`src/rtl/winthr_pkg.sv`:
```
package winthr_pkg;
   // register byte width is fixed by the bus
   localparam int BYTE_W      = 8;
   // register addresses
   localparam int ADR_STAT    = 'h00;
   localparam int ADR_CFG     = 'h01;
   localparam int ADR_UP_HI   = 'h14;
   localparam int ADR_PST     = 'h18;
   localparam int NUM_THR     = 2;   // upper at index 0, lower at index 1
   // status bit positions
   localparam int ST_AMB      = 0;
   localparam int ST_PWR      = 2;
   localparam int ST_SHDN     = 3;
   localparam int ST_RST      = 4;
   // configuration bit positions
   localparam int CF_EN       = 0;
   localparam int CF_SEL_LSB  = 2;
   // persistence
   localparam int MAX_PERSIST = 16;
   localparam int CNT_W       = $clog2(MAX_PERSIST + 1);
   localparam int NUM_CH      = 4;

   typedef enum logic [1:0] {
      CH_CLEAR = 2'b00,
      CH_GREEN = 2'b01,
      CH_IR    = 2'b10,
      CH_TEMP  = 2'b11
   } chan_sel_t;

   function automatic int unsigned persist_need(input logic [1:0] code);
      case (code)
         2'b00:   return 1;
         2'b01:   return 4;
         2'b10:   return 8;
         default: return MAX_PERSIST;
      endcase
   endfunction
endpackage

```
`src/rtl/winthr_regs.sv`:
```
module winthr_regs
   import winthr_pkg::*;
#(
   parameter int DW     = 14,
   parameter int ADDR_W = 8
)(
   input  logic              clk,
   input  logic              rst_n,
   input  logic              bus_wr,
   input  logic              bus_rd,
   input  logic [ADDR_W-1:0] bus_addr,
   input  logic [BYTE_W-1:0] bus_wdata,
   input  logic              amb_flag,
   input  logic              pwr_flag,
   output logic [BYTE_W-1:0] bus_rdata,
   output logic              cfg_en,
   output chan_sel_t         cfg_sel,
   output logic [DW-1:0]     thr_up,
   output logic [DW-1:0]     thr_lo,
   output logic [1:0]        pst_code,
   output logic              shdn,
   output logic              soft_rst,
   output logic              stat_rd
);
   localparam int HI_W = DW - BYTE_W;

   logic [31:0]       addr_ext;
   logic [DW-1:0]     thr_v [NUM_THR];
   logic [BYTE_W-1:0] rd_mux;

   assign addr_ext = 32'(bus_addr);
   assign soft_rst = bus_wr && (addr_ext == 32'(ADR_STAT)) && bus_wdata[ST_RST];
   assign stat_rd  = bus_rd && (addr_ext == 32'(ADR_STAT));

   // status: shutdown control
   always_ff @(posedge clk or negedge rst_n) begin
      if (!rst_n)                                    shdn <= 1'b0;
      else if (soft_rst)                             shdn <= 1'b0;
      else if (bus_wr && addr_ext == 32'(ADR_STAT))  shdn <= bus_wdata[ST_SHDN];
   end

   // main configuration and persistence
   always_ff @(posedge clk or negedge rst_n) begin
      if (!rst_n) begin
         cfg_en   <= 1'b0;
         cfg_sel  <= CH_CLEAR;
         pst_code <= 2'b00;
      end else if (soft_rst) begin
         cfg_en   <= 1'b0;
         cfg_sel  <= CH_CLEAR;
         pst_code <= 2'b00;
      end else if (bus_wr) begin
         if (addr_ext == 32'(ADR_CFG)) begin
            cfg_en  <= bus_wdata[CF_EN];
            cfg_sel <= chan_sel_t'(bus_wdata[CF_SEL_LSB +: 2]);
         end
         if (addr_ext == 32'(ADR_PST))
            pst_code <= bus_wdata[1:0];
      end
   end

   // thresholds: high byte then low byte, one pair per threshold
   for (genvar gi = 0; gi < NUM_THR; gi++) begin : g_thr
      localparam logic [31:0]   A_HI  = 32'(ADR_UP_HI + 2 * gi);
      localparam logic [31:0]   A_LO  = 32'(ADR_UP_HI + 2 * gi + 1);
      localparam logic [DW-1:0] RST_V = (gi == 0) ? {DW{1'b1}} : {DW{1'b0}};
      logic [DW-1:0] q;
      always_ff @(posedge clk or negedge rst_n) begin
         if (!rst_n)                          q <= RST_V;
         else if (soft_rst)                   q <= RST_V;
         else if (bus_wr && addr_ext == A_HI) q[DW-1:BYTE_W] <= bus_wdata[HI_W-1:0];
         else if (bus_wr && addr_ext == A_LO) q[BYTE_W-1:0]  <= bus_wdata;
      end
      assign thr_v[gi] = q;
   end

   assign thr_up = thr_v[0];
   assign thr_lo = thr_v[1];

   // read multiplexer
   always_comb begin
      rd_mux = '0;
      if (addr_ext == 32'(ADR_STAT)) begin
         rd_mux[ST_AMB]  = amb_flag;
         rd_mux[ST_PWR]  = pwr_flag;
         rd_mux[ST_SHDN] = shdn;
      end else if (addr_ext == 32'(ADR_CFG)) begin
         rd_mux[CF_EN]               = cfg_en;
         rd_mux[CF_SEL_LSB +: 2]     = cfg_sel;
      end else if (addr_ext == 32'(ADR_PST)) begin
         rd_mux[1:0] = pst_code;
      end else begin
         for (int i = 0; i < NUM_THR; i++) begin
            if (addr_ext == 32'(ADR_UP_HI + 2 * i))
               rd_mux = BYTE_W'(thr_v[i][DW-1:BYTE_W]);
            else if (addr_ext == 32'(ADR_UP_HI + 2 * i + 1))
               rd_mux = thr_v[i][BYTE_W-1:0];
         end
      end
   end

   always_ff @(posedge clk or negedge rst_n) begin
      if (!rst_n)      bus_rdata <= '0;
      else if (bus_rd) bus_rdata <= rd_mux;
   end
endmodule

```
`src/rtl/winthr_persist.sv`:
```
module winthr_persist
   import winthr_pkg::*;
#(
   parameter int DW = 14
)(
   input  logic                         clk,
   input  logic                         rst_n,
   input  logic                         smp_valid,
   input  logic [NUM_CH-1:0][DW-1:0]    ch_data,
   input  chan_sel_t                    sel,
   input  logic [DW-1:0]                thr_up,
   input  logic [DW-1:0]                thr_lo,
   input  logic [1:0]                   pst_code,
   input  logic                         active,
   input  logic                         clr,
   output logic                         hit,
   output logic [CNT_W-1:0]             cnt
);
   logic [DW-1:0]    smp;
   logic             outside;
   logic [CNT_W-1:0] need;
   logic [CNT_W-1:0] cnt_inc;

   always_comb begin
      smp     = ch_data[sel];
      outside = (smp > thr_up) || (smp < thr_lo);
      need    = CNT_W'(persist_need(pst_code));
      cnt_inc = (cnt == CNT_W'(MAX_PERSIST)) ? cnt : cnt + 1'b1;
      hit     = active && smp_valid && outside && (cnt_inc >= need);
   end

   always_ff @(posedge clk or negedge rst_n) begin
      if (!rst_n)              cnt <= '0;
      else if (clr || !active) cnt <= '0;
      else if (smp_valid)      cnt <= outside ? cnt_inc : '0;
   end
endmodule

```
`src/rtl/winthr_flags.sv`:
```
module winthr_flags (
   input  logic clk,
   input  logic rst_n,
   input  logic hit,
   input  logic en,
   input  logic shdn,
   input  logic soft_rst,
   input  logic stat_rd,
   output logic amb_flag,
   output logic pwr_flag,
   output logic irq_n
);
   // a new event wins over a simultaneous read clear
   always_ff @(posedge clk or negedge rst_n) begin
      if (!rst_n)            amb_flag <= 1'b0;
      else if (soft_rst)     amb_flag <= 1'b0;
      else if (shdn || !en)  amb_flag <= 1'b0;
      else if (hit)          amb_flag <= 1'b1;
      else if (stat_rd)      amb_flag <= 1'b0;
   end

   always_ff @(posedge clk or negedge rst_n) begin
      if (!rst_n)        pwr_flag <= 1'b1;
      else if (soft_rst) pwr_flag <= 1'b1;
      else if (shdn)     pwr_flag <= 1'b0;
      else if (stat_rd)  pwr_flag <= 1'b0;
   end

   assign irq_n = ~(amb_flag | pwr_flag);
endmodule

```
`src/rtl/winthr_irq.sv`:
```
module winthr_irq
   import winthr_pkg::*;
#(
   parameter int DW     = 14,
   parameter int ADDR_W = 8
)(
   input  logic              clk,
   input  logic              rst_n,
   input  logic              smp_valid,
   input  logic [DW-1:0]     smp_clear,
   input  logic [DW-1:0]     smp_green,
   input  logic [DW-1:0]     smp_ir,
   input  logic [DW-1:0]     smp_temp,
   input  logic              bus_wr,
   input  logic              bus_rd,
   input  logic [ADDR_W-1:0] bus_addr,
   input  logic [7:0]        bus_wdata,
   output logic [7:0]        bus_rdata,
   output logic              irq_n
);
   if (DW <= BYTE_W || DW > 2 * BYTE_W) begin : g_bad_dw
      $error("winthr_irq: DW must lie between 9 and 16");
   end
   if (ADDR_W < 5 || ADDR_W > 32) begin : g_bad_aw
      $error("winthr_irq: ADDR_W must reach address 0x18");
   end

   logic                       cfg_en, shdn, soft_rst, stat_rd;
   chan_sel_t                  cfg_sel;
   logic [DW-1:0]              thr_up, thr_lo;
   logic [1:0]                 pst_code;
   logic                       hit, amb_flag, pwr_flag;
   logic [CNT_W-1:0]           cnt;
   logic [NUM_CH-1:0][DW-1:0]  ch_data;

   // index equals the select code
   assign ch_data = {smp_temp, smp_ir, smp_green, smp_clear};

   winthr_regs #(.DW(DW), .ADDR_W(ADDR_W)) u_regs (
      .clk(clk), .rst_n(rst_n),
      .bus_wr(bus_wr), .bus_rd(bus_rd), .bus_addr(bus_addr),
      .bus_wdata(bus_wdata), .amb_flag(amb_flag), .pwr_flag(pwr_flag),
      .bus_rdata(bus_rdata), .cfg_en(cfg_en), .cfg_sel(cfg_sel),
      .thr_up(thr_up), .thr_lo(thr_lo), .pst_code(pst_code),
      .shdn(shdn), .soft_rst(soft_rst), .stat_rd(stat_rd)
   );

   winthr_persist #(.DW(DW)) u_persist (
      .clk(clk), .rst_n(rst_n), .smp_valid(smp_valid), .ch_data(ch_data),
      .sel(cfg_sel), .thr_up(thr_up), .thr_lo(thr_lo), .pst_code(pst_code),
      .active(cfg_en && !shdn), .clr(soft_rst), .hit(hit), .cnt(cnt)
   );

   winthr_flags u_flags (
      .clk(clk), .rst_n(rst_n), .hit(hit), .en(cfg_en), .shdn(shdn),
      .soft_rst(soft_rst), .stat_rd(stat_rd),
      .amb_flag(amb_flag), .pwr_flag(pwr_flag), .irq_n(irq_n)
   );
endmodule

```
`config.mk`:
```
export PLATFORM = sky130hd
export DESIGN_NAME = winthr_irq
export DESIGN_NICKNAME = d
export VERILOG_FILES = /design/src/rtl/winthr_pkg.sv /design/src/rtl/winthr_regs.sv /design/src/rtl/winthr_persist.sv /design/src/rtl/winthr_flags.sv /design/src/rtl/winthr_irq.sv
export SDC_FILE = /design/constraint.sdc
export NUM_CORES = 1
export LEC_CHECK = 0
export CAP_MARGIN = 20
export CORE_ASPECT_RATIO = 1.1
export CORE_MARGIN = 2
export CORE_UTILIZATION = 50
export CTS_BUF_LIST = sky130_fd_sc_hd__clkbuf_4 sky130_fd_sc_hd__clkbuf_8 sky130_fd_sc_hd__clkbuf_16
export DETAILED_ROUTE_END_ITERATION = 6
export PLACE_DENSITY_LB_ADDON = 0.2
export SETUP_SLACK_MARGIN = 0.05
export SLEW_MARGIN = 20
export SYNTH_ARGS = -nofsm -noshare
export SYNTH_HDL_FRONTEND = slang
export SYNTH_SLANG_ARGS = --single-unit
```
`constraint.sdc`:
```
create_clock -name clk -period 5.46 [get_ports clk]
set_clock_uncertainty 0.1 [all_clocks]
set_input_delay 1.638 -clock clk [delete_from_list [all_inputs] [get_ports clk]]
set_output_delay 1.638 -clock clk [all_outputs]
set_load 0.01 [all_outputs]
```
==> results of run 1 <==
==> sequential cells by signal, summed over array words and instances (netlist names) <==
signal            count
u_flags.amb_flag      1
u_regs.thr_up        14
u_regs.thr_lo        14
u_flags.pwr_flag      1
u_regs.cfg_en         1
u_regs.cfg_sel        2
u_regs.shdn           1
u_persist.cnt         5
u_regs.bus_rdata      8
u_regs.pst_code       2
==> metal layers <==
metal | up-vias | track usage (%) | routed length [µm]
met5 | - | 0 | 0
met4 | 0 | 6.90 | 156
met3 | 10 | 3.41 | 383
met2 | 89 | 44.4 | 4970
met1 | 1561 | 32.5 | 4160
li1 | 1552 | - | -
==> through the flow <==
| step | hold WS (ns) | worst slack, ns | instance area [µm²] |
|---|---|---|---|
| 2_1_floorplan | 0.349 | 1.70 | 3760 |
| 6_report | 0.402 | 1.21 | 4730 |
| 5_1_grt | 0.408 | 1.04 | 4730 |
| 3_5_place_dp | 0.371 | 0.866 | 4640 |
| 3_3_place_gp | 0.378 | 0.913 | 4640 |
| 4_1_cts | 0.400 | 1.17 | 4730 |
==> kinds of logic after synthesis <==
family | Yosys count | share of synthesized area, %
flops | 49 | 33.1
buf+inv | 60 | 6.75
xor+xnor | 3 | 0.698
compound gates | 67 | 12.7
mux | 44 | 17.9
simple gates | 131 | 17.8
fa+ha+maj | 33 | 11.0
==> critical path, cell delays in order <==
cell             delay [ns]
clkdlybuf4s50_1        0.40
mux4_2                 0.49
ha_1                   0.32
nand3_1                0.13
o21bai_1               0.18
a2111oi_0              0.74
nor2_1                 0.25
o211ai_1               0.23
==> how the worst max path moves through the flow <==
stage	end	slack (ns)	cells past startpoint
floorplan	u_flags.amb_flag	1.70	7
global placement	u_persist.cnt[2]	0.91	8
detailed placement	u_persist.cnt[4]	0.87	8
CTS	u_persist.cnt[4]	1.17	8
global route	u_persist.cnt[4]	1.04	8
finish	u_persist.cnt[4]	1.21	8
==> synthesized netlist by cell type, types with 3 or more instances <==
| cell type | n |
|---|---|
| nor4b_1 | 3 |
| nand2_1 | 44 |
| nor2b_1 | 3 |
| o211ai_1 | 16 |
| dfrtp_1 | 34 |
| mux4_2 | 18 |
| nand2b_1 | 7 |
| inv_1 | 40 |
| a22oi_1 | 3 |
| mux2i_1 | 22 |
| clkbuf_1 | 6 |
| or3_1 | 3 |
| a21oi_1 | 13 |
| nor2_1 | 33 |
| nand3_1 | 12 |
| o2111ai_1 | 3 |
| nand3b_1 | 4 |
| nand4_1 | 4 |
| o21ai_0 | 10 |
| o21ai_1 | 6 |
| dfstp_2 | 15 |
| buf_2 | 11 |
| ha_1 | 33 |
==> power groups by stage <==
stage                     combinational, mW  clock [mW]  sequential, mW
after floorplan                       0.134           0           0.405
after CTS                             0.233       0.230           0.409
after global placement                0.224           0           0.414
after detailed placement              0.232           0           0.415
final                                 0.232       0.227           0.409
after global routing                  0.257       0.243           0.412
==> final cells by class <==
type / instances / area [µm²] / share of cell area, %
Multi-Input combinational cell: 278 / 2260 / 47.8
Sequential cell: 49 / 1240 / 26.3
Timing Repair Buffer: 89 / 876 / 18.5
Inverter: 40 / 150 / 3.17
Tap cell: 87 / 109 / 2.30
Clock buffer: 7 / 83.8 / 1.77
Clock inverter: 1 / 7.51 / 0.159
==> metrics.cfg, run 1 <==
[status]
status=completed

[worst_setup_path]
r2r_cells=7
critPathLaunch=smp_temp[3]
worst_r2r_endpoint=u_persist.cnt[4]
cp-start-kind=input port
rrSetupSlack_ns=1.83
critPathMaxFanout=5
crit_path_end_kind=flip-flop
worstPathArrival_ns=4.37
r2r-start=u_regs.cfg_sel[0]
required_ns=5.59
critical_path_class=in -> reg

[detailed_routing]
post_drt_via_cell_ratio=5.83
drc=0
drtIter0Drc=211
num_vias=3212
detail_route.first_pass.iterations=4
ant_nets=0
wl_per_cell_um=17.6
routed_wl_um=9670

[timing]
finalSetupTns_ns=0
finalWorstPathRequiredPeriod_ns=4.25
slew_headroom_pct=36.8
final-setup-viol-count=0
tightest_slew_ns=0.948
rsz0062_at_grt=no
slew_viol_final=0
timing.final.crit_share_pct=77.7
fmax_ghz=0.236
hold_viol=0

[clock_network]
clockRootBuffer=clkbuf_8
cts_buffers=5
post-cts-setup-buffer-count=0
clockBufferDepth=2
cts_tree=yes
path_clk_slew_ns=0.09
clk_latency_ns=0.30
cts_repair_resize_count=0
htreeDepth=2
holdBufCountCts=0
cts.sinks=49

[synth]
syn_inst=387
synth_nets=497
ys.flop_type=dfrtp_1
syn-cell-area_mm2=0.00376
ys_ff_latch=49
ys_seq_area_share_pct=33.1
synth-async-reset-ratio_pct=100
synth_area_leaders=dfrtp_1 23%, ha_1 11%, mux4_2 11%
synthDominantAreaCellType=dfrtp_1
synthDistinctLibCells=57
synth.top_cell.area_share_pct=22.6
yosys_warnings=0
syn_area_per_cell_um2=9.72
synth_edf_count=0

[worst_hold_path]
hold_class=reg -> reg
min_from=u_regs.thr_up[12]
worstHoldPathCells=2
min_to=u_regs.thr_up[12]

[grt]
grt_antenna_before_repair=0
track_usage_pct=25.2
grt_pass1_vias=3302
grt_overflow=0
grt_max_degree=50
grt_pass1_wl_um=16100

[floorplan]
die_h_um=95.0
die_w_um=86.7
initial_core_util_pct=50.9
fp.coreArea_mm2=0.00739
ios=86
rows=33
die_area_mm2=0.00824

[power_and_ir_drop]
internal_power_mw=0.616
swShare_pct=29.0
finalPower_mw=0.868
p_seq_share_pct=47.1
p_per_area_mw_per_mm2=183
power.leakage_nw=2.01
pwr-share-clk_pct=26.1
power_frac_comb_pct=26.7
switching_power_mw=0.252
ir_drop_uv=95.9

[final_layout]
drive_above_1_share_pct=11.9
antenna_cells=0
post-route-util_pct=64.1
layout.cells.non_filler=551
final_cell_mix=84 x clkdlybuf4s50_1, 44 x nand2_1, 40 x inv_1
area_growth_pct=25.8
nNetsFinal=573
final_common_cell=clkdlybuf4s50_1
fillers=610

[placement]
place.gp.congestion=0.867
placed_cells_incl_taps=543
port_buffers=85
hpwlAfterDp_um=7660

[job]
maxCapViolations=0

(Power assumes the default switching activity.)
==> run 2, diff against run 1 <==
--- a/config.mk
+++ b/config.mk
@@ -8,7 +8,7 @@
 export CAP_MARGIN = 20
 export CORE_ASPECT_RATIO = 1.1
 export CORE_MARGIN = 2
-export CORE_UTILIZATION = 50
+export CORE_UTILIZATION = 46
 export CTS_BUF_LIST = sky130_fd_sc_hd__clkbuf_4 sky130_fd_sc_hd__clkbuf_8 sky130_fd_sc_hd__clkbuf_16
 export DETAILED_ROUTE_END_ITERATION = 6
 export PLACE_DENSITY_LB_ADDON = 0.2
==> constraint.sdc (replaced) <==
create_clock -name clk -period 3.7 [get_ports clk]
set_clock_uncertainty 0.1 [all_clocks]
set_input_delay 1.11 -clock clk [delete_from_list [all_inputs] [get_ports clk]]
set_output_delay 1.11 -clock clk [all_outputs]
set_load 0.01 [all_outputs]
==> metrics.cfg, run 2 (same netlist as run 1, synthesis figures left out) <==
[status]
status=completed

[final_layout]
regArea_mm2=0.00124  ; unchanged
antenna_cells=0  ; unchanged
area_growth_pct=30.3
final_cell_mix=84 x clkdlybuf4s50_1, 44 x nand2_1, 40 x inv_1
drive_above_1_share_pct=14.6  ; +2.8 points
nNetsFinal=588  ; +2.6%
multi_input_area_mm2=0.00226  ; about the same
final_common_cell=clkdlybuf4s50_1
fillers=693  ; +14%

[placement]
dp_slack_ns=-0.136  ; -1.00 ns
hpwlAfterDp_um=8230  ; +7.4%
place.gp.congestion=0.885  ; +2.1%
port_buffers=85  ; unchanged

[floorplan]
die_w_um=90.2  ; +4.1%
ios=86  ; unchanged
fp.coreArea_mm2=0.00791  ; +7.1%
die_area_mm2=0.00892  ; +8.3%
rows=34  ; +3.0%
initial_core_util_pct=47.5  ; -3.4 points
die_h_um=98.9  ; +4.1%

[timing]
final-setup-viol-count=0  ; unchanged
slew_headroom_pct=59.4  ; +23 points
fmax_ghz=0.290
fin_ws_ns=0.252  ; -0.963 ns
finalWorstPathRequiredPeriod_ns=3.45
hold_viol=0  ; unchanged
hold_ws_ns=0.394  ; -0.00766 ns
slew_viol_final=0  ; unchanged
rsz0062_at_grt=no
finalSetupTns_ns=0  ; unchanged
tightest_slew_ns=0.609  ; -0.339 ns
timing.final.crit_share_pct=93.2

[clock_network]
cts_tree=yes
post-cts-setup-buffer-count=0  ; unchanged
cts_buffers=5  ; unchanged
path_clk_slew_ns=0.10  ; about the same
htreeDepth=2  ; unchanged
holdBufCountCts=0  ; unchanged
clockBufferDepth=2  ; unchanged
cts.sinks=49  ; unchanged
clk_latency_ns=0.31  ; about the same
clockRootBuffer=clkbuf_8

[worst_setup_path]
path_delay_family=compound AO/OA/AOI/OAI gates
cp-start-kind=input port
worstPathArrival_ns=3.57  ; -0.80 ns
critPathMaxFanout=6  ; +1
slowest_delay_ns=0.49  ; -0.25 ns
worstPathCellList=clkdlybuf4s50_1, mux4_2, ha_1, a21o_1, a221o_1, a2111oi_4, buf_4, o211ai_1, o211ai_1
required_ns=3.82  ; -1.77 ns
cpMostUsedCell=o211ai_1
critPathBufInv=2  ; +1
critical_path_class=in -> reg
cpMaxStageDelayCell=mux4_2
crit_path_end_kind=flip-flop

[grt]
grt_max_degree=48  ; -4.0%
grt_pass1_vias=3516  ; +6.5%
grt_pass1_wl_um=16900  ; +4.7%
grt_overflow=0  ; unchanged
grt_antenna_before_repair=0  ; unchanged
track_usage_pct=23.4  ; -1.8 points

[detailed_routing]
num_vias=3329  ; +3.6%
wl_per_cell_um=17.0  ; -3.1%
post_drt_via_cell_ratio=5.67  ; -2.7%
ant_nets=0  ; unchanged
routed_wl_um=9990  ; +3.2%
drc=0  ; unchanged
drtIter0Drc=155  ; -27%
detail_route.first_pass.iterations=4  ; unchanged

[power_and_ir_drop]
power.leakage_nw=2.10  ; +4.6%
p_per_area_mw_per_mm2=274  ; +50%
ir_drop_uv=145  ; +51%

[worst_hold_path]
hold_class=reg -> reg

[job]
maxCapViolations=0  ; unchanged

==> run 2: per-stage QoR <==
stage               util (%)  area (µm²)  std cells  power [mW]
CTS                     61.9        4900        587        1.35
global route            61.9        4900        587        1.41
detailed placement      60.4        4780        579       0.962
global placement        60.4        4780        579       0.946
finish                  61.9        4900        587        1.34
floorplan                  -        3760        387       0.795
==> run 2: what timing repair did <==
action | 4_1_cts | 5_1_grt
gates resized for setup | 0 | 1
endpoints found under the setup margin | 0 | 5
hold endpoints to repair | 0 | 0
==> run 2: path summary, 6_finish.rpt <==
kind | cells past startpoint | startpoint | to | slack [ns]
worst min-delay path | 2 | u_regs.thr_up[12] | u_regs.thr_up[12] | 0.39
worst max register to register | 9 | u_regs.cfg_sel[0] | u_persist.cnt[2] | 0.47
max in group asynchronous | 2 | rst_n | u_regs.thr_up[12] | 2.22
min in group asynchronous | 1 | rst_n | u_regs.bus_rdata[5] | 0.70
worst min register to register | 2 | u_regs.thr_up[12] | u_regs.thr_up[12] | 0.39
worst max-delay path | 9 | smp_temp[7] | u_persist.cnt[0] | 0.25
==> run 2: final cells by class <==
cell class | count | area share [%]
clock inverters | 2 | 0.791
flip-flops and latches | 49 | 25.4
well taps | 108 | 2.76
inverters | 40 | 3.06
clock buffers | 6 | 1.56
repair buffers | 104 | 20.2
multi-input cells | 278 | 46.2
==> run 2: layer usage <==
layer	share of wire, %	up-vias	global-route usage, %	routed length (µm)
met3	4.0	31	3.36	403
met5	0	-	0	0
li1	-	1580	-	-
met2	47	107	38.8	4730
met1	43	1611	29.8	4330
met4	5.2	0	12.5	517
==> run 2: worst register-to-register path, stage by stage (launching register included) <==
cell and delay [ns]:
dfrtp_1 0.74, buf_4 0.31, mux4_2 0.54, ha_1 0.30, nor2b_1 0.15, o21bai_1 0.08, a2111oi_1 0.45, buf_4 0.19
nor2_1 0.09, o211ai_1 0.19
==> run 2: power breakdown <==
group          total, mW  switching [mW]  internal [mW]
Sequential         0.601          0.0272          0.573
Clock              0.392           0.182          0.211
Combinational      0.351           0.161          0.190
